--- src/rtl/flash_line_prefetch.sv ---
module flash_line_prefetch #(
  parameter int AW   = 16,
  parameter int DW   = 32,
  parameter int LW   = 128,
  parameter int NBUF = 4,
  localparam int LNW = AW - $clog2(LW/8)
) (
  input  logic           clk,
  input  logic           rst_n,
  input  logic           cfg_wr,
  input  logic [1:0]     cfg_pflim,
  input  logic           cfg_bufen,
  input  logic           rd_req,
  input  logic [AW-1:0]  rd_addr,
  output logic           rd_ready,
  output logic [DW-1:0]  rd_data,
  output logic           rd_err,
  output logic           mem_req,
  output logic [LNW-1:0] mem_addr,
  input  logic           mem_ack,
  input  logic [LW-1:0]  mem_data,
  input  logic           mem_err
);
  localparam int OW   = $clog2(LW/8);
  localparam int WSEL = $clog2(LW/DW);
  localparam int RW   = $clog2(NBUF);

  typedef logic [NBUF-1:0][RW-1:0] rank_t;

  logic [1:0]            pfl_q;
  logic                  ben_q;
  logic [NBUF-1:0]       vld_q;
  logic [NBUF-1:0][LNW-1:0] tag_q;
  logic [NBUF-1:0][LW-1:0]  dat_q;
  rank_t                 rank_q, rank_a, rank_n;
  logic                  pend_q, f_fill;
  logic [LNW-1:0]        pend_line;

  logic [LNW-1:0]  req_line, next_line;
  logic [WSEL-1:0] req_word;
  logic            unused_lsb;
  assign req_line   = rd_addr[AW-1:OW];
  assign req_word   = rd_addr[OW-1 -: WSEL];
  assign next_line  = req_line + LNW'(1);
  assign unused_lsb = ^rd_addr[OW-WSEL-1:0];

  logic            hit, nxt_buf, pend_buf;
  logic [RW-1:0]   hit_idx, vic;
  logic            have_free;

  always_comb begin
    hit = 1'b0; hit_idx = '0; nxt_buf = 1'b0; pend_buf = 1'b0;
    for (int i = 0; i < NBUF; i++) begin
      if (ben_q && vld_q[i]) begin
        if (tag_q[i] == req_line) begin
          hit = 1'b1;
          hit_idx = RW'(i);
        end
        if (tag_q[i] == next_line) nxt_buf = 1'b1;
        if (tag_q[i] == pend_line) pend_buf = 1'b1;
      end
    end
  end

  logic active, ack, ack_serve, hit_serve, pf_want, miss_issue;
  logic pend_hit, pend_issue, do_fill;

  assign active     = rd_req && !rd_ready;
  assign ack        = mem_req && mem_ack;
  assign ack_serve  = ack && active && (req_line == mem_addr);
  assign hit_serve  = active && !ack_serve && hit;
  assign pf_want    = hit_serve && pfl_q[1] && !nxt_buf
                      && !(mem_req && mem_addr == next_line)
                      && !(pend_q && pend_line == next_line);
  assign miss_issue = active && !ack_serve && !hit && !mem_req;
  assign pend_hit   = pend_q && pend_buf;
  assign pend_issue = pend_q && !mem_req && !miss_issue && !pf_want && !pend_hit;
  assign do_fill    = ack && !mem_err && f_fill && ben_q;

  function automatic rank_t touch(input rank_t r, input logic [RW-1:0] k);
    rank_t o;
    for (int j = 0; j < NBUF; j++) begin
      if (j == int'(k))     o[j] = '0;
      else if (r[j] < r[k]) o[j] = r[j] + RW'(1);
      else                  o[j] = r[j];
    end
    return o;
  endfunction

  assign rank_a = hit_serve ? touch(rank_q, hit_idx) : rank_q;

  always_comb begin
    vic = '0; have_free = 1'b0;
    for (int i = NBUF-1; i >= 0; i--) begin
      if (!vld_q[i]) begin
        vic = RW'(i);
        have_free = 1'b1;
      end
    end
    if (!have_free) begin
      for (int i = 0; i < NBUF; i++)
        if (rank_a[i] == RW'(NBUF-1)) vic = RW'(i);
    end
  end

  assign rank_n = do_fill ? touch(rank_a, vic) : rank_a;

  always_ff @(posedge clk or negedge rst_n) begin
    if (!rst_n) begin
      pfl_q    <= 2'b10;
      ben_q    <= 1'b1;
      rd_ready <= 1'b0;
      rd_data  <= '0;
      rd_err   <= 1'b0;
    end else begin
      if (cfg_wr) begin
        pfl_q <= cfg_pflim;
        ben_q <= cfg_bufen;
      end
      rd_ready <= ack_serve || hit_serve;
      rd_err   <= ack_serve && mem_err;
      if (ack_serve)      rd_data <= mem_data[req_word*DW +: DW];
      else if (hit_serve) rd_data <= dat_q[hit_idx][req_word*DW +: DW];
    end
  end

  always_ff @(posedge clk or negedge rst_n) begin
    if (!rst_n) begin
      mem_req  <= 1'b0;
      mem_addr <= '0;
      f_fill   <= 1'b0;
    end else if (ack) begin
      mem_req <= 1'b0;
    end else if (miss_issue) begin
      mem_req  <= 1'b1;
      mem_addr <= req_line;
      f_fill   <= (pfl_q != 2'b00);
    end else if (pf_want && !mem_req) begin
      mem_req  <= 1'b1;
      mem_addr <= next_line;
      f_fill   <= 1'b1;
    end else if (pend_issue) begin
      mem_req  <= 1'b1;
      mem_addr <= pend_line;
      f_fill   <= 1'b1;
    end
  end

  always_ff @(posedge clk or negedge rst_n) begin
    if (!rst_n) begin
      pend_q    <= 1'b0;
      pend_line <= '0;
    end else if (!ben_q) begin
      pend_q <= 1'b0;
    end else if (pf_want) begin
      pend_q    <= mem_req;
      pend_line <= next_line;
    end else if (pend_hit || pend_issue || (miss_issue && pend_line == req_line)) begin
      pend_q <= 1'b0;
    end
  end

  always_ff @(posedge clk or negedge rst_n) begin
    if (!rst_n) begin
      vld_q <= '0;
      for (int i = 0; i < NBUF; i++) rank_q[i] <= RW'(i);
    end else begin
      rank_q <= rank_n;
      if (!ben_q)       vld_q <= '0;
      else if (do_fill) vld_q[vic] <= 1'b1;
    end
  end

  always_ff @(posedge clk) begin
    if (do_fill) begin
      tag_q[vic] <= mem_addr;
      dat_q[vic] <= mem_data;
    end
  end

  a_r11_req_hold: assert property (@(posedge clk) disable iff (!rst_n)
    (mem_req && !mem_ack) |=> (mem_req && $stable(mem_addr)));

  a_r11_one_outstanding: assert property (@(posedge clk) disable iff (!rst_n)
    (mem_req && mem_ack) |=> !mem_req);

  a_r2_ready_pulse: assert property (@(posedge clk) disable iff (!rst_n)
    rd_ready |=> !rd_ready);

  a_r6_no_buffer_serve: assert property (@(posedge clk) disable iff (!rst_n)
    (!ben_q && rd_req && !rd_ready && !(mem_req && mem_ack)) |=> !rd_ready);

  a_r7_err_keeps_valid: assert property (@(posedge clk) disable iff (!rst_n)
    (mem_req && mem_ack && mem_err) |=> ($countones(vld_q) <= $past($countones(vld_q))));

  a_r7_err_only_from_fetch: assert property (@(posedge clk) disable iff (!rst_n)
    rd_err |-> ($past(mem_ack) && $past(mem_err)));
endmodule

--- config.mk ---
export PLATFORM = sky130hd
export DESIGN_NAME = flash_line_prefetch
export DESIGN_NICKNAME = d
export VERILOG_FILES = /design/src/rtl/flash_line_prefetch.sv
export SDC_FILE = /design/constraint.sdc
export NUM_CORES = 1
export LEC_CHECK = 0
export ABC_AREA = 0
export BUFFER_PORTS_ARGS = -buffer_cell sky130_fd_sc_hd__buf_2
export CAP_MARGIN = 20
export CORE_MARGIN = 1
export CORE_UTILIZATION = 45
export CTS_CLUSTER_SIZE = 16
export DETAILED_ROUTE_END_ITERATION = 6
export PLACE_DENSITY = 0.6
export SLEW_MARGIN = 20
export SYNTH_ARGS = -nofsm -noshare
export SYNTH_HDL_FRONTEND = slang
export SYNTH_SLANG_ARGS = --single-unit
export TNS_END_PERCENT = 30
--- constraint.sdc ---
create_clock -name clk -period 15.5 [get_ports clk]
set_input_delay 3.875 -clock clk [delete_from_list [all_inputs] [get_ports clk]]
set_output_delay 3.875 -clock clk [all_outputs]
set_load 0.02 [all_outputs]
; ---- Yosys cells after proc, flatten, opt, wreduce, memory -nomap -nowiden
; Cells that the tools add are included.
[classes]
add_sub_neg = 9
mul = 0
div_mod_pow = 0
order_cmp = 11
eq_ne = 28
shifts = 2
n_mux = 90
n_bitwise = 2
reduce_logical = 52
[ops]
columns = op, count
row1 = bitwise mux 512 bit, 1
row2 = binary-select mux 128 bit (select 2 bit), 1
row3 = demux 128 bit (select 2 bit), 1
row4 = two-way mux 128 bit, 2
row5 = variable part select 128 x 8 -> 32 bit, 2
row6 = equality test 12 bit, 16
row7 = two-way mux 32 bit, 2
row8 = two-way mux 2 bit, 31
row9 = bitwise mux 48 bit, 1
row10 = two-way mux 12 bit, 4
row11 = two-way mux 1 bit, 39
row12 = logical AND 1 bit, 30
row13 = demux 12 bit (select 2 bit), 1
row14 = adder 2 x 1 -> 2 bit (second input constant), 8
row15 = < comparator 2 bit, 8
row16 = two-way mux 8 bit, 2
row17 = adder 12 x 1 -> 12 bit (second input constant), 1
row18 = logical NOT 1 bit, 11
row19 = binary-select mux 2 bit (select 2 bit), 2
row20 = equality test 2 bit (first input constant), 4
row21 = equality test 2 bit (second input constant), 4
row22 = two-way mux 4 bit, 2
row23 = < comparator 2 x 3 -> 1 bit (second input constant), 2
row24 = equality test 1 x 2 -> 1 bit (first input constant), 2
row25 = 12 further kinds, 17
[totals]
regBits = 636
latch_bits = 0
ram_bits = 0
rom_bits = 0
in_bits = 153
output_inout_bits = 47
wordCells = 217
memories = 0

; ---- Longest topological paths before layout
; Gate-level depths: netlist of run 1.
[logic_depth]
word_depth = 26
depth_mapped = 27
depth_no_buf = 23

; ---- Worst setup path before layout of run 1
; OpenSTA, ideal clock, no wires.
[synth_timing]
path_kind = input -> register
startpoint = input port rd_addr[8]
endpoint = register dat_q[0] in the netlist's numbering, enable pin
setup_time_ps = 644
arrival_ps = 12974
t_required_ps = 14856
setup_slack_ps = 1882
path_stages = 14
n_path_buf = 5
path_cell_list = buf_6 xor2_1 or4_1 nor4_4 buf_2 clkbuf_1 clkbuf_1 buf_1 a21oi_1 ha_1 nor2b_1 nand3b_1 o21a_1 nor2_1
[synth_lines]
columns = item, line_no
row1 = start: declaration, 14  ; input logic [AW-1:0] rd_addr,
row2 = end signal: indexed assignment, 177  ; dat_q[vic] <= mem_data;
row3 = end: declaration, 34  ; logic [NBUF-1:0][LW-1:0] dat_q;

==> results.md, run 1 <==
- CTS clk-pin slew, worst paths: 0.06 ns
- Worst-path maximum fanout: 86
- Most numerous cell in the Yosys netlist: edfxtp_1
- Yosys top cell by area: edfxtp_1
- Initial Util: 45.7%
- Kind of critical path: primary input to flip-flop
- Remaining antenna violation count after routing: 0
- Grt total ovfl: 0
- Num rows: 92
- Yosys reg bits: 636
- Syn_area_per_cell: 13.2 µm²
- Sequential fraction of the synthesis area: 64.6%
- VDD IR-drop max: 84.8 µV
- Final Cell Area: 33000 µm²
- Post_cts resized: 0
- Crit path required time: 15.72 ns
- I/O Buffers: 197
- Core area: 63400 µm²
- Nets: 2494
- # Post-CTS Setup Buffers: 0
- Met3 WL post-DR: 5780 µm
- Min Tclk post-route: 10.12 ns
- DRT Wirelength: 79900 µm
- Fmax: 0.0988 GHz
- Via/cell ratio: 5.90
- Initial antenna violation count: 19
- DR iter-0 viols: 1536
- GPL Wtd Cong: 0.927
- Crit path DAT: 10.34 ns
- R2r startpoint: tag_q[41]
- Syn Inst Count: 2192
- Filler cells: 5390
- Share of cells above drive strength 1: 18.0%
- # IOs: 200
- Fin. Hold Viols: 0
- Commonest cells post-synth: edfxtp_1 (560), nand2_1 (290), a21oi_1 (223)
- CTS Sinks: 636
- Synth top area cells: edfxtp_1 (58%), dfrtp_1 (6.0%), mux4_2 (4.3%), a21oi_1 (3.8%), nand2_1 (3.8%)
- First-pass GRT wire length: 120000 µm
- Post-synth EDFFs: 560
- Max-cap violations: 0
- CP Launch Type: primary input
- Worst relative slew slack: 28.1%
- H-tree depth: 3
- DR DRC count: 0
- Hpwl dp: 45800 µm
- DRT Pass-1 Iters: 5
- Via count: 19100
- Min-delay src: rd_data[25]
- Max Root-Sink Buffers: 3
- Unrepaired setup endpoints after global routing: false
- DR top layer: met5
- Synth Warn #: 0
- Synth Cell Area: 29000 µm²
- Placed cell area: 30700 µm²
- Die height: 256 µm
- Clk_lat worst skew: 0.61 ns
- CTS Hold Buffers Added: 0
- Met1 Routed Length: 33300 µm
- Crit. End Element: flip-flop
- Clock skew: 0.0244 ns
- DIE AREA: 65500 µm²
- Outcome: complete, no violations
- Wire per inst: 24.7 µm
- Worst min path class: flip-flop to flip-flop
- Reg2Reg Depth: 16
- Slew Viols, Final: 0
- Leak: 11.7 nW
- Main synth FF type: edfxtp_1
- Layout area overhead: 13.8%
- CTS Buf Count: 71
- GRT Total Usage: 24.3%
- Die Wd: 256 µm
- Number of global-route vias before repair: 19100
- Hold path depth: 2
- Actual slew at the worst max-slew pin: 1.08 ns
- Critical Path Start: rd_addr[13]
- Post-synth net total: 2351
- Largest net degree at the start of global routing: 196
- Met2 WL: 38400 µm
- Power Density: 116 nW/µm²
- Top-area cell type share of the netlist area: 58.0%
- Asr flop ratio synth: 11.9%
- Setup_tns: 0 ns
- CTS tree: built
- Post-synth cell types: 72
- Period utilization: 65.3%
- Final setup fails: 0
- Clock Tree Root: clkbuf_16
[registers in the layout, indices dropped and copies added, names as in the netlist, 2 cells and up]
signal and count:
rank_q 8, pfl_q 2, dat_q 512, vld_q 4
tag_q 48, mem_addr 12, rd_data 32, pend_line 12
[area by class of cell]
type	instances	area (µm²)	area share [%]
repair buffers	228	1240	3.76
multi-input cells	1355	9510	28.8
flip-flops and latches	636	18700	56.7
diodes	4	10.0	0.0303
clock inverters	27	269	0.815
inverters	43	166	0.504
well taps	846	1060	3.21
clock buffers	100	2020	6.11
[metrics by stage]
step | hold slack, ns | total power [mW] | util [%] | worst slack [ns] | instances
after floorplan | 0.482 | 2.09 | - | 1.88 | 2192
after global placement | 0.475 | 2.18 | 48.4 | 4.90 | 3108
after detailed placement | 0.482 | 2.19 | 48.4 | 4.83 | 3108
after CTS | 0.495 | 3.84 | 52.0 | 5.45 | 3235
after global routing | 0.516 | 3.93 | 52.0 | 5.03 | 3236
final | 0.490 | 3.82 | 52.0 | 5.38 | 3239
[power by group]
group / switching [mW] / total, mW / internal [mW]
clock: 0.674 / 1.66 / 0.991
sequential: 0.0267 / 1.92 / 1.89
combinational: 0.138 / 0.236 / 0.0975
total: 0.839 / 3.82 / 2.98
[layout by cell type, fill, tap and decap left out, types with 8 or more instances in the layout]
cell type	netlist	layout
a21oi_1	223	223
a22o_1	8	8
a311oi_1	97	97
a31oi_1	11	11
buf_2	17	194
buf_4	2	32
clkbuf_1	113	18
clkbuf_16	0	73
clkbuf_8	0	9
clkinv_1	1	14
dfrtp_1	70	70
edfxtp_1	560	560
inv_1	42	40
mux2_2	21	21
mux2i_1	23	23
mux4_2	56	56
nand2_1	290	290
nand3_1	63	63
nand4_1	27	27
nor2_1	116	114
nor2b_1	28	28
nor3_1	18	17
nor4_1	24	24
o21ai_0	39	39
o22ai_1	13	13
o311ai_0	8	8
xnor2_1	92	92
xnor3_1	25	25
xor2_1	70	70
[logic make-up after synthesis]
group,share of synthesized area [%]
AOI/OAI and AO/OA,9.87
and+or+nand+nor,9.76
DFF,64.6
muxes,5.96
buffers and inverters,2.75
xor gates and xnor gates,6.83
adders and majority gates,0.259
[routing by layer]
layer	global-route usage, %	up-vias
li1	-	8574
met1	32.3	9680
met2	39.3	653
met3	5.98	171
met4	7.72	30
met5	0	-
[path summary, 6_finish.rpt]
check | slack [ns] | to
setup / recovery | 5.38 | dat_q[343]
hold / removal | 0.49 | rd_data[25]
max in group asynchronous | 10.90 | rd_data[21]
hold reg to reg | 0.49 | rd_data[25]
setup reg to reg | 8.46 | dat_q[343]
min in group asynchronous | 3.26 | pend_line[7]
[critical path: stages]
cell and delay, ns:
buf_2 0.35, xor2_1 0.12, or4_1 0.58, nor4_4 0.27, buf_4 0.78, a2111oi_0 0.21
nor3_2 0.67, a41oi_1 0.21, o221ai_1 0.25, inv_1 0.10, ha_1 0.21, nor2b_1 0.25
nand2_1 0.09, a21oi_1 0.34, nand2_1 0.24, inv_6 0.78, buf_4 0.83
Power figures use the tool's default switching activity.
==> run 2, diff against run 1 <==
- PLACE_DENSITY: 0.6 -> 0.63
- clock period: 15.5 -> 8.2 ns (I/O delays scaled with it)
==> results.md, run 2 (same netlist as run 1, synthesis figures left out) <==
- Internal: 5.73 mW
- Combinational group share of total power: 6.1%
- Actual slew at the worst max-slew pin: 1.16 ns
- First-pass GRT wire length: 118000 µm
- Clk_lat worst skew: 0.60 ns
- Largest net degree at the start of global routing: 201
- CTS clk-pin slew, worst paths: 0.06 ns
- Fmax: 0.143 GHz
- Placed cell count: 3117
- CTS Buf Count: 71
- DR iter-0 viols: 1382
- CTS Hold Buffers Added: 0
- Post_cts resized: 0
- Critical path's largest stage delay: 0.71 ns
- Via/cell ratio: 5.82
- CP top delay family: simple AND/OR/NAND/NOR gates
- GR met1 Demand/Resource: 31.5%
- Register area: 18700 µm²
- Fin. Hold Viols: 0
- Hpwl dp: 45800 µm
- Critical path depth: 21
- FF-to-FF setup slack: 2.45 ns
- Crit path DAT: 7.51 ns
- Min Tclk post-route: 6.99 ns
- Kind of critical path: primary input to flip-flop
- Clock Tree Root: clkbuf_16
- Final Cell Area: 33300 µm²
- Via count: 19000
- Biggest registers after layout: dat_q (512), tag_q (48), rd_data (32)
- Most frequent cells in the layout: edfxtp_1 (560), nand2_1 (290), a21oi_1 (223), buf_2 (194), nor2_1 (114)
- Critical Path Start: rd_addr[9]
- Clock skew: 0.0252 ns
- Slew Viols, Final: 0
- Reg2Reg Depth: 20
- GRT Total Usage: 23.7%
- Number of global-route vias before repair: 18800
- DRT Wirelength: 77700 µm
- Unrepaired setup endpoints after global routing: false
- Setup_tns: 0 ns
- Placed cell area: 30900 µm²
- Footprint of the multi-input gates: 9510 µm²
- Max Root-Sink Buffers: 3
- Initial antenna violation count: 20
- DR DRC count: 0
- DRT Pass-1 Iters: 5
- H-tree depth: 3
- Initial Util: 45.7%
- Wire per inst: 23.9 µm
- Min-delay src: rd_data[6]
- Share of cells above drive strength 1: 18.7%
- CTS Sinks: 636
- Final setup fails: 0
- DIE AREA: 65500 µm²
- Sequential Power Share: 49.5%
- # Post-CTS Setup Buffers: 0
- CP Launch Type: primary input
- Most common cell after layout, fill and taps aside: edfxtp_1
- I/O Buffers: 197
- Num rows: 92
- # IOs: 200
- CP max-delay cell: nor4_1
- Max reg flops: 512
- Hold Path End: rd_data[6]
- Grt total ovfl: 0
- CTS tree: built
- Leak: 11.8 nW
- Clk pwr share: 44.4%
- Remaining antenna violation count after routing: 0
- VDD IR-drop max: 180 µV
- Worst relative slew slack: 23.0%
- Worst min path class: flip-flop to flip-flop
- GPL Wtd Cong: 0.981
- Largest Register: dat_q
- Crit path required time: 8.72 ns
- Switching Power: 1.59 mW
- GR Util met2: 38.9%
- Nets: 2503
- Filler cells: 5330
- Power Density: 220 nW/µm²
- Worst reg2reg endpoint: rank_q[7]
- Core area: 63400 µm²
- R2r startpoint: tag_q[17]
- Worst-path maximum fanout: 13
- Buf+Inv Stages, Crit Path: 4
- Layout Cells excl Fill: 3256
- Outcome: complete, no violations
- Sw frac: 21.7%
- Crit-path cells: buf_2 -> xor2_1 -> nor4_1 -> and4_4 -> a2111oi_0 -> nor3_2 -> buf_4 -> a31oi_1 -> a21oi_1 -> ha_1 -> nand3b_1 -> o21ai_0 -> a32o_1 -> a221oi_1 -> and3_1 -> inv_1 -> ha_1 -> inv_1 -> a31oi_1 -> or3_1 -> o211ai_1
- Die Wd: 256 µm
- Layout area overhead: 14.9%
- Grt peak-use layer: met2
- Max-cap violations: 0
- Met3 GRT Util: 5.18%
- Die height: 256 µm
- Hold path depth: 2
- Period utilization: 85.2%
- Crit. End Element: flip-flop
-- run 2: cell types whose count changed in the layout (fill, tap and decap cells not counted), sizes merged --
cell	before	now
clkinvlp	1	0
diode	4	8
inv	45	44
clkinv	19	21
clkbuf	100	103
buf	228	237
bufinv	5	6
-- run 2: area by class of cell --
| cell class | instances | area share (%) |
|---|---|---|
| timing repair buffer | 237 | 4.26 |
| clock inverter | 28 | 1.08 |
| sequential | 636 | 56.2 |
| antenna | 8 | 0.0601 |
| multi-input combinational | 1355 | 28.5 |
| inverter | 43 | 0.499 |
| tap | 846 | 3.18 |
| clock buffer | 103 | 6.21 |
-- run 2: stage by stage --
step	hold slack, ns	power [mW]	utilization (%)	setup slack, ns
global route	0.524	7.54	52.5	0.732
floorplan	0.482	3.96	-	-1.13
CTS	0.501	7.38	52.5	1.27
global placement	0.477	4.12	48.7	0.699
detailed placement	0.487	4.14	48.7	0.660
finish	0.495	7.32	52.5	1.21
-- run 2: metal layers --
| metal | vias up | wire length (µm) |
|---|---|---|
| met3 | 146 | 5360 |
| met1 | 9560 | 32700 |
| met4 | 24 | 2120 |
| met2 | 635 | 37400 |
| met5 | - | 148 |
| li1 | 8601 | - |
-- run 2: worst register-to-register path, cell delays in order, from the launching register on --
cell and delay [ns]:
edfxtp_1 0.48, xor2_1 0.19, nor4_1 0.71, and4_4 0.40
a2111oi_0 0.12, nor3_2 0.50, buf_4 0.24, a31oi_1 0.11
a21oi_1 0.39, ha_1 0.27, nand3b_1 0.15, o21ai_0 0.19
a32o_1 0.32, a221oi_1 0.31, and3_1 0.29, inv_1 0.06
ha_1 0.30, inv_1 0.07, a31oi_1 0.05, or3_1 0.40
o211ai_1 0.11
-- run 2: worst max-delay path by stage --
| stage | end | slack, ns |
|---|---|---|
| final | rank_q[7] | 1.21 |
| after global routing | rank_q[7] | 0.73 |
| after CTS | rank_q[7] | 1.27 |
| after detailed placement | rank_q[7] | 0.66 |
| after global placement | rank_q[7] | 0.70 |
| after floorplan | rank_q[3] | -1.13 |
-- run 2: power groups by stage --
stage / registers [mW] / clock network, mW / logic, mW
2_1_floorplan: 3.68 / 0 / 0.275
4_1_cts: 3.62 / 3.31 / 0.446
5_1_grt: 3.63 / 3.43 / 0.485
3_5_place_dp: 3.69 / 0 / 0.445
6_report: 3.62 / 3.25 / 0.444
3_3_place_gp: 3.69 / 0 / 0.435
==> run 3, diff against run 2 <==
- REMOVE_ABC_BUFFERS: default -> 1
==> results.md, run 3 (same netlist as run 1, synthesis figures left out) <==
- Outcome: complete, no violations
- Crit path required time: 8.73 ns
- CP max-delay cell: nor4_4
- DRT Wirelength: 76900 µm
- Initial Util: 45.7%
- CTS tree: built
- Leak: 11.7 nW
- First-pass GRT wire length: 118000 µm
- Filler cells: 5330
- DR DRC count: 0
- Grt total ovfl: 0
- VDD IR-drop max: 157 µV
- Largest net degree at the start of global routing: 201
- WHS: 0.496 ns
- Worst relative slew slack: 21.8%
- Clock Tree Root: clkbuf_16
- # IOs: 200
- Die Wd: 256 µm
- Worst min path class: flip-flop to flip-flop
- Largest Register: dat_q
- Die height: 256 µm
- CTS Sinks: 636
- Max Root-Sink Buffers: 3
- Setup_tns: 0 ns
- Max reg flops: 512
- Crit. End Element: flip-flop
- Core area: 63400 µm²
- Hpwl dp: 46000 µm
- Power Density: 214 nW/µm²
- Clock skew: 0.0238 ns
- CTS clk-pin slew, worst paths: 0.06 ns
- Actual slew at the worst max-slew pin: 1.17 ns
- Placed cell count: 3123
- Wire per inst: 23.6 µm
- Buf+Inv Stages, Crit Path: 5
- Period utilization: 84.2%
- Layout Cells excl Fill: 3256
- CP top delay family: simple AND/OR/NAND/NOR gates
- DIE AREA: 65500 µm²
- Clk_lat worst skew: 0.62 ns
- Unrepaired setup endpoints after global routing: false
- Min Tclk post-route: 6.91 ns
- Most common cell after layout, fill and taps aside: edfxtp_1
- H-tree depth: 3
- # Post-CTS Setup Buffers: 0
- Worst-path maximum fanout: 13
- Remaining antenna violation count after routing: 0
- Pre-CTS WS: 0.752 ns
- Share of cells above drive strength 1: 18.6%
- Max-cap violations: 0
- Biggest registers after layout: dat_q (512), tag_q (48), rd_data (32)
- GRT Total Usage: 23.5%
- Crit path DAT: 7.44 ns
- DR iter-0 viols: 1545
- Initial antenna violation count: 13
- Fmax: 0.145 GHz
- Register area: 18700 µm²
- Fin. Hold Viols: 0
- Post_cts resized: 0
- I/O Buffers: 197
- Via/cell ratio: 5.86
- Placed cell area: 30900 µm²
- Most frequent cells in the layout: edfxtp_1 (560), nand2_1 (290), a21oi_1 (223), buf_2 (194), nor2_1 (114)
- Top cell by count, worst path: inv_1
- Kind of critical path: primary input to flip-flop
- Crit-path cells: buf_2 -> xor2_1 -> or4_1 -> nor4_4 -> buf_4 -> nor2_2 -> a31oi_1 -> o21a_1 -> o221ai_1 -> inv_1 -> ha_1 -> nand2b_1 -> o21ai_0 -> a32o_1 -> a221oi_1 -> and3_1 -> inv_1 -> ha_1 -> inv_1 -> a31oi_1 -> or3_1 -> o211ai_1
- DRT Pass-1 Iters: 5
- Num rows: 92
- Critical path's largest stage delay: 0.62 ns
- Via count: 19100
- Final setup fails: 0
- Layout area overhead: 14.1%
- CP Launch Type: primary input
- Slew Viols, Final: 0
- Number of global-route vias before repair: 19300
- GPL Wtd Cong: 0.956
- Final Cell Area: 33100 µm²
- Nets: 2507
- CTS Buf Count: 69
- Setup ws final: 1.29 ns
- Footprint of the multi-input gates: 9500 µm²
- CTS Hold Buffers Added: 0
[run 3: changes by cell type in the layout (fill, tap and decap cells not counted), moves of 3 or more]
cell        previous run  this run
clkbuf_8              11         5
clkbuf_1              18        23
clkbuf_16             74        71
bufinv_16              6         2
clkinvlp_4             0         3
clkinv_2               8        13
buf_12                10         7
buf_4                 33        42
diode_2                8         5
[run 3: worst register-to-register path: stages, from the launching register on]
cell      delay [ns]
edfxtp_1        0.50
xor2_1          0.20
or4_1           0.56
nor4_4          0.62
buf_4           0.27
nor2_2          0.10
a31oi_1         0.37
o21a_1          0.26
o221ai_1        0.22
inv_1           0.21
ha_1            0.25
nand2b_1        0.14
o21ai_0         0.18
a32o_1          0.32
a221oi_1        0.26
and3_1          0.21
inv_1           0.06
ha_1            0.30
inv_1           0.08
a31oi_1         0.05
or3_1           0.38
o211ai_1        0.10
[run 3: final cells by class]
class                   instances  area share [%]
diodes                          5          0.0378
inverters                      43           0.503
clock inverters                29           0.832
flip-flops and latches        636            56.6
clock buffers                  99            5.84
well taps                     846            3.20
repair buffers                243            4.31
multi-input cells            1355            28.7
[run 3: worst paths after layout]
path                       startpoint          end  slack [ns]  cells past startpoint
setup reg to reg            tag_q[41]    rank_q[7]        2.49                     21
min in group asynchronous       rst_n  mem_addr[6]        1.43                      1
hold / removal             rd_data[7]   rd_data[7]        0.50                      2
setup / recovery           rd_addr[9]    rank_q[7]        1.29                     22
max in group asynchronous       rst_n  rd_data[23]        5.55                      2
hold reg to reg            rd_data[7]   rd_data[7]        0.50                      2
[run 3: per-stage QoR]
step	util (%)	total power [mW]
floorplan	-	3.93
global route	52.2	7.30
CTS	52.2	7.13
detailed placement	48.7	4.13
finish	52.2	7.07
global placement	48.7	4.12
[run 3: per-layer routing]
metal  vias to the layer above  track usage, %  routed length, µm
met5                         -               0                111
met4                        16            7.24               1860
met3                       135            4.44               4690
met2                       622            39.0              37800
met1                      9701            31.4              32400
li1                       8601               -                  -
[run 3: where the power goes]
| group | internal [mW] | leakage (nW) | switching (mW) |
|---|---|---|---|
| Combinational | 0.189 | 4.62 | 0.257 |
| Clock | 1.73 | 1.07 | 1.28 |
| Sequential | 3.58 | 6.02 | 0.0464 |
| Total | 5.49 | 11.7 | 1.58 |
